## src/rtl/conv3_pkg.sv

```systemverilog
package conv3_pkg;

  // Outcome of the range test on the widened sum
  typedef enum logic [1:0] {
    SAT_PASS = 2'd0,
    SAT_HIGH = 2'd1,
    SAT_LOW  = 2'd2,
    SAT_EDGE = 2'd3
  } sat_kind_e;

  // Decide the clamp action from the two top bits of the widened sum
  // and whether the low word is the most negative code.
  function automatic sat_kind_e sat_classify(input logic top_bit,
                                             input logic next_bit,
                                             input logic low_is_min);
    sat_kind_e k;
    case ({top_bit, next_bit})
      2'b00:   k = SAT_PASS;
      2'b01:   k = SAT_HIGH;
      2'b10:   k = SAT_LOW;
      default: k = low_is_min ? SAT_EDGE : SAT_PASS;
    endcase
    return k;
  endfunction

  // Number of nodes at a given level of a pairwise reduction tree
  function automatic int level_nodes(input int leaves, input int lvl);
    return (leaves + (1 << lvl) - 1) >> lvl;
  endfunction

endpackage

```

## src/rtl/conv3_mul.sv

```systemverilog
module conv3_mul #(
  parameter int TAPS = 9,
  parameter int IN_W = 8
) (
  input  logic                       clk,
  input  logic                       rst_n,
  input  logic                       v_in,
  input  logic [TAPS*IN_W-1:0]       feat_bus,
  input  logic [TAPS*IN_W-1:0]       coef_bus,
  output logic                       v_out,
  output logic [TAPS*2*IN_W-1:0]     prod_bus
);
  localparam int PW       = 2 * IN_W;
  localparam int SAMP_MAX = (1 << (IN_W - 1)) - 1;
  localparam int PROD_MAX = SAMP_MAX * SAMP_MAX;
  localparam logic [IN_W-1:0] SAMP_FORBID = {1'b1, {(IN_W-1){1'b0}}};

  function automatic logic signed [PW-1:0] tap_mul(input logic signed [IN_W-1:0] a,
                                                   input logic signed [IN_W-1:0] b);
    logic signed [PW-1:0] r;
    r = a * b;
    return r;
  endfunction

  always_ff @(posedge clk or negedge rst_n) begin
    if (!rst_n) begin
      prod_bus <= '0;
      v_out    <= 1'b0;
    end else begin
      v_out <= v_in;
      for (int t = 0; t < TAPS; t++) begin
        prod_bus[t*PW +: PW] <= tap_mul(feat_bus[t*IN_W +: IN_W], coef_bus[t*IN_W +: IN_W]);
      end
    end
  end

  for (genvar t = 0; t < TAPS; t++) begin : g_chk
    logic signed [PW-1:0] prod_t;
    assign prod_t = prod_bus[t*PW +: PW];

    AST_FEAT_SYMM: assert property (@(posedge clk) disable iff (!rst_n)
      v_in |-> (feat_bus[t*IN_W +: IN_W] != SAMP_FORBID)
               && (coef_bus[t*IN_W +: IN_W] != SAMP_FORBID));

    AST_PROD_SPAN: assert property (@(posedge clk) disable iff (!rst_n)
      v_out |-> (prod_t <= PW'(PROD_MAX)) && (prod_t >= -PW'(PROD_MAX)));
  end

endmodule

```

## src/rtl/conv3_tree.sv

```systemverilog
module conv3_tree
  import conv3_pkg::*;
#(
  parameter int TAPS = 9,
  parameter int PW   = 16,
  parameter int SW   = PW + $clog2(TAPS)
) (
  input  logic              clk,
  input  logic              rst_n,
  input  logic              v_in,
  input  logic [TAPS*PW-1:0] prod_bus,
  output logic              v_out,
  output logic [SW-1:0]     sum
);
  localparam int LVLS     = $clog2(TAPS);
  localparam int PROD_MAX = ((1 << (PW/2 - 1)) - 1) * ((1 << (PW/2 - 1)) - 1);
  localparam int SUM_MAX  = TAPS * PROD_MAX;

  logic signed [PW-1:0] lv0  [TAPS];
  logic signed [SW-1:0] node [LVLS+1][TAPS];
  logic [LVLS-1:0]      vq;

  always_comb begin
    for (int j = 0; j < TAPS; j++) lv0[j] = prod_bus[j*PW +: PW];
  end

  for (genvar l = 1; l <= LVLS; l++) begin : g_lvl
    localparam int CNT = level_nodes(TAPS, l);
    localparam int PRV = level_nodes(TAPS, l - 1);
    localparam int LW  = PW + l;

    logic signed [LW-2:0] src  [TAPS];
    logic signed [LW-1:0] part [TAPS];

    if (l == 1) begin : g_first
      always_comb begin
        for (int j = 0; j < TAPS; j++) src[j] = lv0[j][LW-2:0];
      end
    end else begin : g_next
      always_comb begin
        for (int j = 0; j < TAPS; j++) src[j] = node[l-1][j][LW-2:0];
      end
    end

    // pairwise add in a width one bit above the inputs
    always_comb begin
      for (int j = 0; j < TAPS; j++) begin
        if (j >= CNT)
          part[j] = '0;
        else if (2*j + 1 < PRV)
          part[j] = LW'(src[2*j]) + LW'(src[2*j+1]);
        else
          part[j] = LW'(src[2*j]);
      end
    end

    always_ff @(posedge clk or negedge rst_n) begin
      if (!rst_n) begin
        for (int j = 0; j < TAPS; j++) node[l][j] <= '0;
      end else begin
        for (int j = 0; j < TAPS; j++) node[l][j] <= SW'(part[j]);
      end
    end
  end

  // level 0 of the node array is not used; hold it at zero
  always_comb begin
    for (int j = 0; j < TAPS; j++) node[0][j] = '0;
  end

  always_ff @(posedge clk or negedge rst_n) begin
    if (!rst_n) vq <= '0;
    else        vq <= (vq << 1) | LVLS'(v_in);
  end

  assign v_out = vq[LVLS-1];
  assign sum   = node[LVLS][0];

  AST_TREE_SPAN: assert property (@(posedge clk) disable iff (!rst_n)
    v_out |-> ($signed(sum) <= SW'(SUM_MAX)) && ($signed(sum) >= -SW'(SUM_MAX)));

endmodule

```

## src/rtl/conv3_sat.sv

```systemverilog
module conv3_sat
  import conv3_pkg::*;
#(
  parameter int SUM_W = 20,
  parameter int B_W   = 32
) (
  input  logic             clk,
  input  logic             rst_n,
  input  logic             v_in,
  input  logic [SUM_W-1:0] sum,
  input  logic [B_W-1:0]   bias,
  output logic             v_out,
  output logic [B_W-1:0]   result
);
  localparam int WW = B_W + 1;
  localparam logic [B_W-1:0] MOST_POS = {1'b0, {(B_W-1){1'b1}}};
  localparam logic [B_W-1:0] MOST_NEG = {1'b1, {(B_W-1){1'b0}}};
  localparam logic [B_W-1:0] SYM_NEG  = MOST_NEG | B_W'(1);

  function automatic logic [B_W-1:0] clamp_pick(input sat_kind_e k, input logic [B_W-1:0] low);
    logic [B_W-1:0] r;
    case (k)
      SAT_HIGH: r = MOST_POS;
      SAT_LOW:  r = SYM_NEG;
      SAT_EDGE: r = SYM_NEG;
      default:  r = low;
    endcase
    return r;
  endfunction

  logic signed [WW-1:0] wide_q;
  logic                 va;
  sat_kind_e            cls;

  always_ff @(posedge clk or negedge rst_n) begin
    if (!rst_n) begin
      wide_q <= '0;
      va     <= 1'b0;
    end else begin
      wide_q <= WW'(signed'(sum)) + WW'(signed'(bias));
      va     <= v_in;
    end
  end

  always_comb cls = sat_classify(wide_q[WW-1], wide_q[WW-2], wide_q[B_W-1:0] == MOST_NEG);

  always_ff @(posedge clk or negedge rst_n) begin
    if (!rst_n) begin
      result <= '0;
      v_out  <= 1'b0;
    end else begin
      result <= clamp_pick(cls, wide_q[B_W-1:0]);
      v_out  <= va;
    end
  end

  AST_HIGH_SAT: assert property (@(posedge clk) disable iff (!rst_n)
    (va && cls == SAT_HIGH) |=> (result == MOST_POS));
  AST_LOW_SAT: assert property (@(posedge clk) disable iff (!rst_n)
    (va && cls == SAT_LOW) |=> (result == SYM_NEG));
  AST_EDGE_SAT: assert property (@(posedge clk) disable iff (!rst_n)
    (va && cls == SAT_EDGE) |=> (result == SYM_NEG));
  AST_NO_MOST_NEG: assert property (@(posedge clk) disable iff (!rst_n)
    v_out |-> (result != MOST_NEG));
  AST_PASS_EXACT: assert property (@(posedge clk) disable iff (!rst_n)
    (va && cls == SAT_PASS) |=> (result == $past(wide_q[B_W-1:0])));

endmodule

```

## src/rtl/conv3_sat_dot.sv

```systemverilog
module conv3_sat_dot #(
  parameter int TAPS = 9,
  parameter int IN_W = 8,
  parameter int B_W  = 32
) (
  input  logic                 clk,
  input  logic                 rst_n,
  input  logic                 win_valid,
  input  logic [TAPS*IN_W-1:0] win_feat,
  input  logic [TAPS*IN_W-1:0] win_coef,
  input  logic [B_W-1:0]       win_bias,
  output logic                 res_valid,
  output logic [B_W-1:0]       res_data
);
  localparam int PW   = 2 * IN_W;
  localparam int LVLS = $clog2(TAPS);
  localparam int SW   = PW + LVLS;
  localparam int DLY  = 1 + LVLS;      // multiplier + tree levels
  localparam int LAT  = DLY + 2;       // + offset add + clamp
  localparam int FW   = $clog2(LAT + 2);

  logic                 mul_v, tree_v;
  logic [TAPS*PW-1:0]   prod_bus;
  logic [SW-1:0]        tree_sum;
  logic [B_W-1:0]       bias_pipe [DLY];

  conv3_mul #(.TAPS(TAPS), .IN_W(IN_W)) u_mul (
    .clk(clk), .rst_n(rst_n), .v_in(win_valid),
    .feat_bus(win_feat), .coef_bus(win_coef),
    .v_out(mul_v), .prod_bus(prod_bus)
  );

  conv3_tree #(.TAPS(TAPS), .PW(PW), .SW(SW)) u_tree (
    .clk(clk), .rst_n(rst_n), .v_in(mul_v), .prod_bus(prod_bus),
    .v_out(tree_v), .sum(tree_sum)
  );

  // offset travels beside the products to meet the tree result
  always_ff @(posedge clk or negedge rst_n) begin
    if (!rst_n) begin
      for (int k = 0; k < DLY; k++) bias_pipe[k] <= '0;
    end else begin
      bias_pipe[0] <= win_bias;
      for (int k = 1; k < DLY; k++) bias_pipe[k] <= bias_pipe[k-1];
    end
  end

  conv3_sat #(.SUM_W(SW), .B_W(B_W)) u_sat (
    .clk(clk), .rst_n(rst_n), .v_in(tree_v), .sum(tree_sum),
    .bias(bias_pipe[DLY-1]), .v_out(res_valid), .result(res_data)
  );

  // windows accepted but not yet delivered
  logic [FW-1:0] inflight;
  always_ff @(posedge clk or negedge rst_n) begin
    if (!rst_n) inflight <= '0;
    else        inflight <= inflight + FW'(win_valid) - FW'(res_valid);
  end

  AST_FLIGHT_BOUND: assert property (@(posedge clk) disable iff (!rst_n)
    inflight <= FW'(LAT));
  AST_OUT_HAS_SRC: assert property (@(posedge clk) disable iff (!rst_n)
    res_valid |-> (inflight != '0));

endmodule

```

## config.mk

```make
export PLATFORM = sky130hd
export DESIGN_NAME = conv3_sat_dot
export DESIGN_NICKNAME = d
export VERILOG_FILES = /design/src/rtl/conv3_pkg.sv /design/src/rtl/conv3_mul.sv /design/src/rtl/conv3_tree.sv /design/src/rtl/conv3_sat.sv /design/src/rtl/conv3_sat_dot.sv
export SDC_FILE = /design/constraint.sdc
export NUM_CORES = 2
export LEC_CHECK = 0
export ABC_CLOCK_PERIOD_IN_PS = 4100
export BUFFER_PORTS_ARGS = -buffer_cell sky130_fd_sc_hd__buf_2
export CAP_MARGIN = 20
export CELL_PAD_IN_SITES_DETAIL_PLACEMENT = 0
export CELL_PAD_IN_SITES_GLOBAL_PLACEMENT = 1
export CORE_ASPECT_RATIO = 1.4
export CORE_MARGIN = 8
export CORE_UTILIZATION = 55
export DETAILED_ROUTE_END_ITERATION = 12
export PLACE_DENSITY = 0.95
export SLEW_MARGIN = 20
export SYNTH_ARGS = -nofsm -noshare
export SYNTH_HDL_FRONTEND = slang
export SYNTH_SLANG_ARGS = --single-unit
```

## constraint.sdc

```tcl
create_clock -name clk -period 4.1 [get_ports clk]
set_input_delay 0.41 -clock clk [delete_from_list [all_inputs] [get_ports clk]]
set_output_delay 0.41 -clock clk [all_outputs]
set_load 0.005 [all_outputs]
```

=== Word level (Yosys, flattened, before mapping) ===
Cells that the tools add are included.

* Bits in registers: 567
* Input bits: 179
* Word-level logic and storage cells: 53

* Multipliers: 9
* Add/subtract/negate cells: 9
* Bitwise logic cells: 1
* Eq/ne operators: 6
* Reduce and logical (&&, ||, !) cells: 2
* Multiplexer cells: 3

{| class="wikitable"
|+ Operators by type and width
! kind !! number
|-
| 8-bit by 8-bit multiplier with 16-bit output || 9
|-
| 16-bit by 16-bit adder with 17-bit output || 4
|-
| 32-bit one-hot mux with 2 select lines || 1
|-
| 17-bit by 17-bit adder with 18-bit output || 2
|-
| 20-bit by 32-bit adder with 33-bit output || 1
|-
| 32-bit equality test (second input constant) || 1
|-
| 19-bit by 16-bit adder with 20-bit output || 1
|-
| 18-bit by 18-bit adder with 19-bit output || 1
|-
| 2-bit equality test (second input constant) || 3
|-
| 2-bit one-hot mux with 3 select lines || 1
|-
| 2-bit by 1-bit equality test with 1-bit output (second input constant) || 2
|-
| 4-bit by 1-bit bitwise OR with 4-bit output || 1
|-
| 2-bit logical NOT || 1
|-
| 2-bit 2-to-1 mux || 1
|-
| 2-bit OR reduction || 1
|}

=== Logic depth before layout (Yosys ltp) ===
* Word-level depth: 6
* Depth in mapped cells: 19
* Mapped depth without buffers: 19

=== Hierarchy ===
A second synthesis with hierarchy kept.

* Cell total of the unflattened synthesis: 4283
* Area, all modules: 45177.1 um^2

{| class="wikitable"
|+ By module, submodules not included
! module !! area each (um^2) !! cells an instance !! sequential area each (um^2) !! instances
|-
| conv3_mul || 26107.5 || 2694 || 3628.5 || 1
|-
| conv3_tree || 11059.4 || 1015 || 4879.7 || 1
|-
| conv3_sat || 4006.3 || 414 || 1676.6 || 1
|-
| conv3_sat_dot || 4003.8 || 160 || 4003.8 || 1
|}

=== Worst setup path after synthesis ===
No wires, ideal clock.

* Path kind: in2reg
* From: in win_feat[43]
* To: reg u_mul.prod_bus[94]
* Setup time: 0.126 ns
* Slack: -0.490 ns
* Data arrival time: 4.463 ns
* Stages: 18
* Cells stage by stage: and2_1 -> fa_1 -> inv_1 -> fa_1 -> inv_1 -> fa_1 -> inv_1 -> fa_1 -> inv_1 -> ha_1 -> o21ai_0 -> a21boi_0 -> o21ai_0 -> a21boi_0 -> o21ai_0 -> a21boi_0 -> nor4_1 -> a311o_1

* Word-level cells in the longest chain between the ends: 1

{| class="wikitable"
|+ Ends and longest elaborated chain
! element !! RTL line !! RTL
|-
| from (decl) || conv3_sat_dot.sv:9 || <nowiki>input logic [TAPS*IN_W-1:0] win_feat,</nowiki>
|-
| 8-bit by 8-bit multiplier with 16-bit output || conv3_mul.sv:21 || <nowiki>r = a * b;</nowiki>
|-
| to (signal, indexed assignment) || conv3_mul.sv:32 || <nowiki>prod_bus[t*PW +: PW] <= tap_mul(feat_bus[t*IN_W +: IN_W], coef_bus[t*IN_W +: IN_W]);</nowiki>
|-
| to (decl) || conv3_mul.sv:11 || <nowiki>output logic [TAPS*2*IN_W-1:0] prod_bus</nowiki>
|}

Every way passes these cells.

=== Worst setup path in the final report ===
* From: in win_coef[56]
* To: reg u_mul.prod_bus[126]

* Word-level cells in the longest chain between the ends: 1

{| class="wikitable"
|+ Ends and longest elaborated chain
! element !! RTL line !! RTL
|-
| from (decl) || conv3_sat_dot.sv:10 || <nowiki>input logic [TAPS*IN_W-1:0] win_coef,</nowiki>
|-
| 8-bit by 8-bit multiplier with 16-bit output || conv3_mul.sv:21 ||
|}

Every way passes these cells.

==> flow_metrics.py <==
metrics = {
    "timing": {
        "finalSetupTns_ps": 0,
        "period_share_pct": 95.9,
        "max_freq_mhz": 254,
        "finClkSkew_ps": 17.3,
        "rsz0062_at_grt": "yes",
        "slew_violations": 0,
        "tightestPinTransition_ps": 1040,
        "maxSlewHeadroom_pct": 30.7,
        "fin_crit_ps": 3930,
        "setup-violations-final": 0,
        "hold_viol": 0,
    },
    "flow_run": {
        "max_cap_viol_count": 0,
    },
    "layout": {
        "layout.nets": 5971,
        "final_core_util_pct": 65.1,
        "syn_to_final_growth_pct": 18.2,
        "n_fill_cell": 6177,
        "drive_gt1_share_pct": 16.4,
    },
    "power": {
        "power_density_mw_per_mm2": 732,
        "power.leakage_nw": 26.2,
        "max-vdd-ir-drop_mv": 0.551,
        "p_total_mw": 38.1,
    },
    "logic_synthesis": {
        "yosysMostFrequentCell": "inv_1",
        "synth-warning-count": 0,
        "yosys-mux-area-fraction_pct": 0.395,
        "synth_top_cell_area_share_pct": 32.2,
        "synth-compound-area-share_pct": 7.18,
        "yosysTopAreaCell": "dfrtp_1",
        "synth-edff-count": 0,
        "ys_ff_latch": 567,
        "synthXorXnorAreaFrac_pct": 5.05,
        "synth_top_family_by_area": "adder cells",
        "ys_seq_area_share_pct": 32.2,
        "synth-adder-area-share_pct": 35.1,
        "async_reset_ff_share_pct": 100,
        "synth_area_per_cell_um2": 10.6,
        "yosys-top-cells-count": "inv_1 (862), dfrtp_1 (567), fa_1 (504)",
        "synthDistinctLibCells": 69,
        "synth.net_count": 5276,
        "synthFlopType": "dfrtp_1",
        "synthSimpleGateAreaFrac_pct": 12.6,
        "syn_area_mm2": 0.0440,
        "netlist_instances": 4165,
        "synthTopCellsByArea": "dfrtp_1 (32%), fa_1 (23%), ha_1 (12%)",
    },
    "outcome": {
        "status": "completed",
    },
    "hold_path": {
        "min-delay-start": "win_feat[24]",
        "hold_path_class": "in -> reg",
        "min_to": "u_mul.prod_bus[48]",
        "whs_path_depth": 3,
    },
    "floorplanning": {
        "core.rowCount": 123,
        "start_util_pct": 55.1,
        "die_w_um": 255,
        "core_area_mm2": 0.0799,
        "die_y_um": 351,
        "io_pins": 212,
        "dieArea_mm2": 0.0895,
    },
    "clock_tree": {
        "h-tree-depth": 2,
        "clockBufferDepth": 3,
        "cts_tree": "done",
        "cts_root_buffer": "clkbuf_16",
        "clkLatencyLatePin_ps": 620,
        "cts_buffers": 54,
        "cts_num_sinks": 567,
        "clkSlewWorstSetupHoldPaths_ps": 60,
    },
    "global_route": {
        "grt_start_max_net_pins": 133,
        "grt_pass1_wl_mm": 154,
        "grt_antenna_before_repair": 4,
        "first_global_vias": 33389,
        "grt_usage_pct": 21.1,
        "grt-ovfl-total": 0,
    },
    "placement": {
        "placement.io_buffers": 211,
        "place_hpwl_mm": 73.9,
        "gp_congestion": 0.895,
    },
    "detailed_routing": {
        "drtIter0Drc": 1078,
        "num_vias": 30033,
        "ant_nets": 0,
        "drt_pass1_iterations": 5,
        "routed_wl_mm": 90.6,
        "drcViolationCount": 0,
        "wl_per_cell_um": 15.2,
        "avgViaCountPerCell": 5.03,
    },
    "critical_path": {
        "cp_top_family": "adder cells",
        "crit_path_top_delay_cell": "fa_1",
        "rr_endpoint": "u_sat.wide_q[32]",
        "path_cells": "buf_2, and2_1, buf_4, ha_1, inv_1, fa_1, inv_1, fa_1, inv_1, fa_1, inv_1, ha_1, a21boi_1, o21ai_1, a21boi_1, o21ai_1, a21boi_1, mux2i_1, nand2_1",
        "critPathMostFrequentCell": "inv_1",
        "cp.arrival_ps": 4430,
        "worst-path-buf-inv": 6,
        "worst-setup-path-type": "in -> reg",
        "reg2reg_slack_ps": 1010,
        "r2r_cells": 12,
        "cp_max_fo": 6,
        "required_ps": 4600,
        "cp-start-kind": "input pin",
        "critPathMaxStageDelay_ps": 530,
        "cp-end-kind": "flop",
        "rr_startpoint": "bias_pipe[0]",
    },
}
## repair_timing
action                                  4_1_cts  5_1_grt
setup buffers                                 0        2
endpoints found under the setup margin        0       11
gates resized for setup                       0       21
hold endpoints to repair                    156        0
hold buffers                                 34        0
## cells in the final DEF (no fill, tap or decap), drive strengths merged, types with 7 or more instances in the layout
cell	n
nor2b	92
and3	18
buf	614
nand4	13
o2111ai	7
fa	504
o21ai	98
clkbuf	67
dfrtp	567
mux2	11
o211ai	8
nand2	219
nor4	10
nand3	46
o21a	51
a211oi	11
o21bai	15
clkinv	14
a21oi	128
inv	869
a221oi	7
a21o	53
bufinv	7
nand2b	29
dlygate4sd3	34
nor3	53
a21boi	31
a31oi	18
or3	18
and2	388
ha	428
xnor2	216
o31ai	8
nor2	141
xor2	38
or2	7
## sequential cells by signal, summed over array words and instances, names as in the netlist
name and flops:
u_sat.result 32, u_tree.sum 20, u_tree.g_lvl.part 32, u_tree.vq 4, u_sat.va 1, u_sat.v_out 1, u_mul.v_out 1, u_mul.prod_bus 144
u_sat.wide_q 33, bias_pipe 160, u_tree.g_lvl.src 139
## where the power goes
part | switching (mW) | internal [mW]
sequential | 0.924 | 7.90
clock | 2.23 | 3.02
combinational | 12.4 | 11.6
## layout make-up
cell class | instances | area (µm²) | area share, %
multi-input combinational | 2727 | 26800 | 51.5
clock inverter | 34 | 434 | 0.835
sequential | 567 | 14200 | 27.3
tap | 1062 | 1330 | 2.55
antenna | 4 | 10.0 | 0.0192
timing repair buffer | 648 | 4580 | 8.80
clock buffer | 67 | 1460 | 2.81
inverter | 862 | 3240 | 6.22
## worst reg2reg max path, stage by stage (launching register included)
cell      delay (ps)
dfrtp_1          340
ha_1             170
inv_1             60
fa_1             390
nand2b_1         200
a21oi_1          190
o21a_2           220
a221oi_2          70
buf_4            170
o32a_2           420
a211oi_2         340
o21ai_0          160
a31o_2           250
## layer usage
| layer | wire length, µm | vias up | track usage, % |
|---|---|---|---|
| li1 | - | 14452 | - |
| met1 | 33200 | 14944 | 22.6 |
| met2 | 51400 | 447 | 41.6 |
| met3 | 2230 | 190 | 2.07 |
| met4 | 3750 | 0 | 8.32 |
| met5 | 0 | - | 0 |
## stage by stage
step,area [µm²],hold WS (ps),worst slack (ps),instances
finish,52000,180,168,5971
CTS,51900,131,131,5964
detailed placement,49700,335,-484,5829
global route,52000,176,-14.3,5971
floorplan,44200,114,-101,4165
global placement,49700,332,-413,5829
## cells by family (layout without fill, tap and decap cells)
kind of cell             after synthesis  in the layout
other                                  0              4
multiplexers                          16             16
AND/OR/NAND/NOR                     1045           1045
adder cells (fa/ha/maj)              932            932
buffers and inverters                871           1611
flip-flops                           567            567
XOR/XNOR                             254            254
AO/OA/AOI/OAI                        480            480
## worst max path at each step
stage | from | end | slack (ps) | depth (start not counted)
6_report | win_coef[56] | u_mul.prod_bus[126] | 170 | 19
5_1_grt | win_feat[38] | u_mul.prod_bus[79] | -10 | 19
4_1_cts | win_feat[38] | u_mul.prod_bus[78] | 130 | 19
3_5_place_dp | win_feat[38] | u_mul.prod_bus[78] | -480 | 19
3_3_place_gp | win_feat[38] | u_mul.prod_bus[78] | -410 | 19
2_1_floorplan | win_feat[35] | u_mul.prod_bus[78] | -100 | 18
Note: power is estimated with default switching activity, not from simulation.
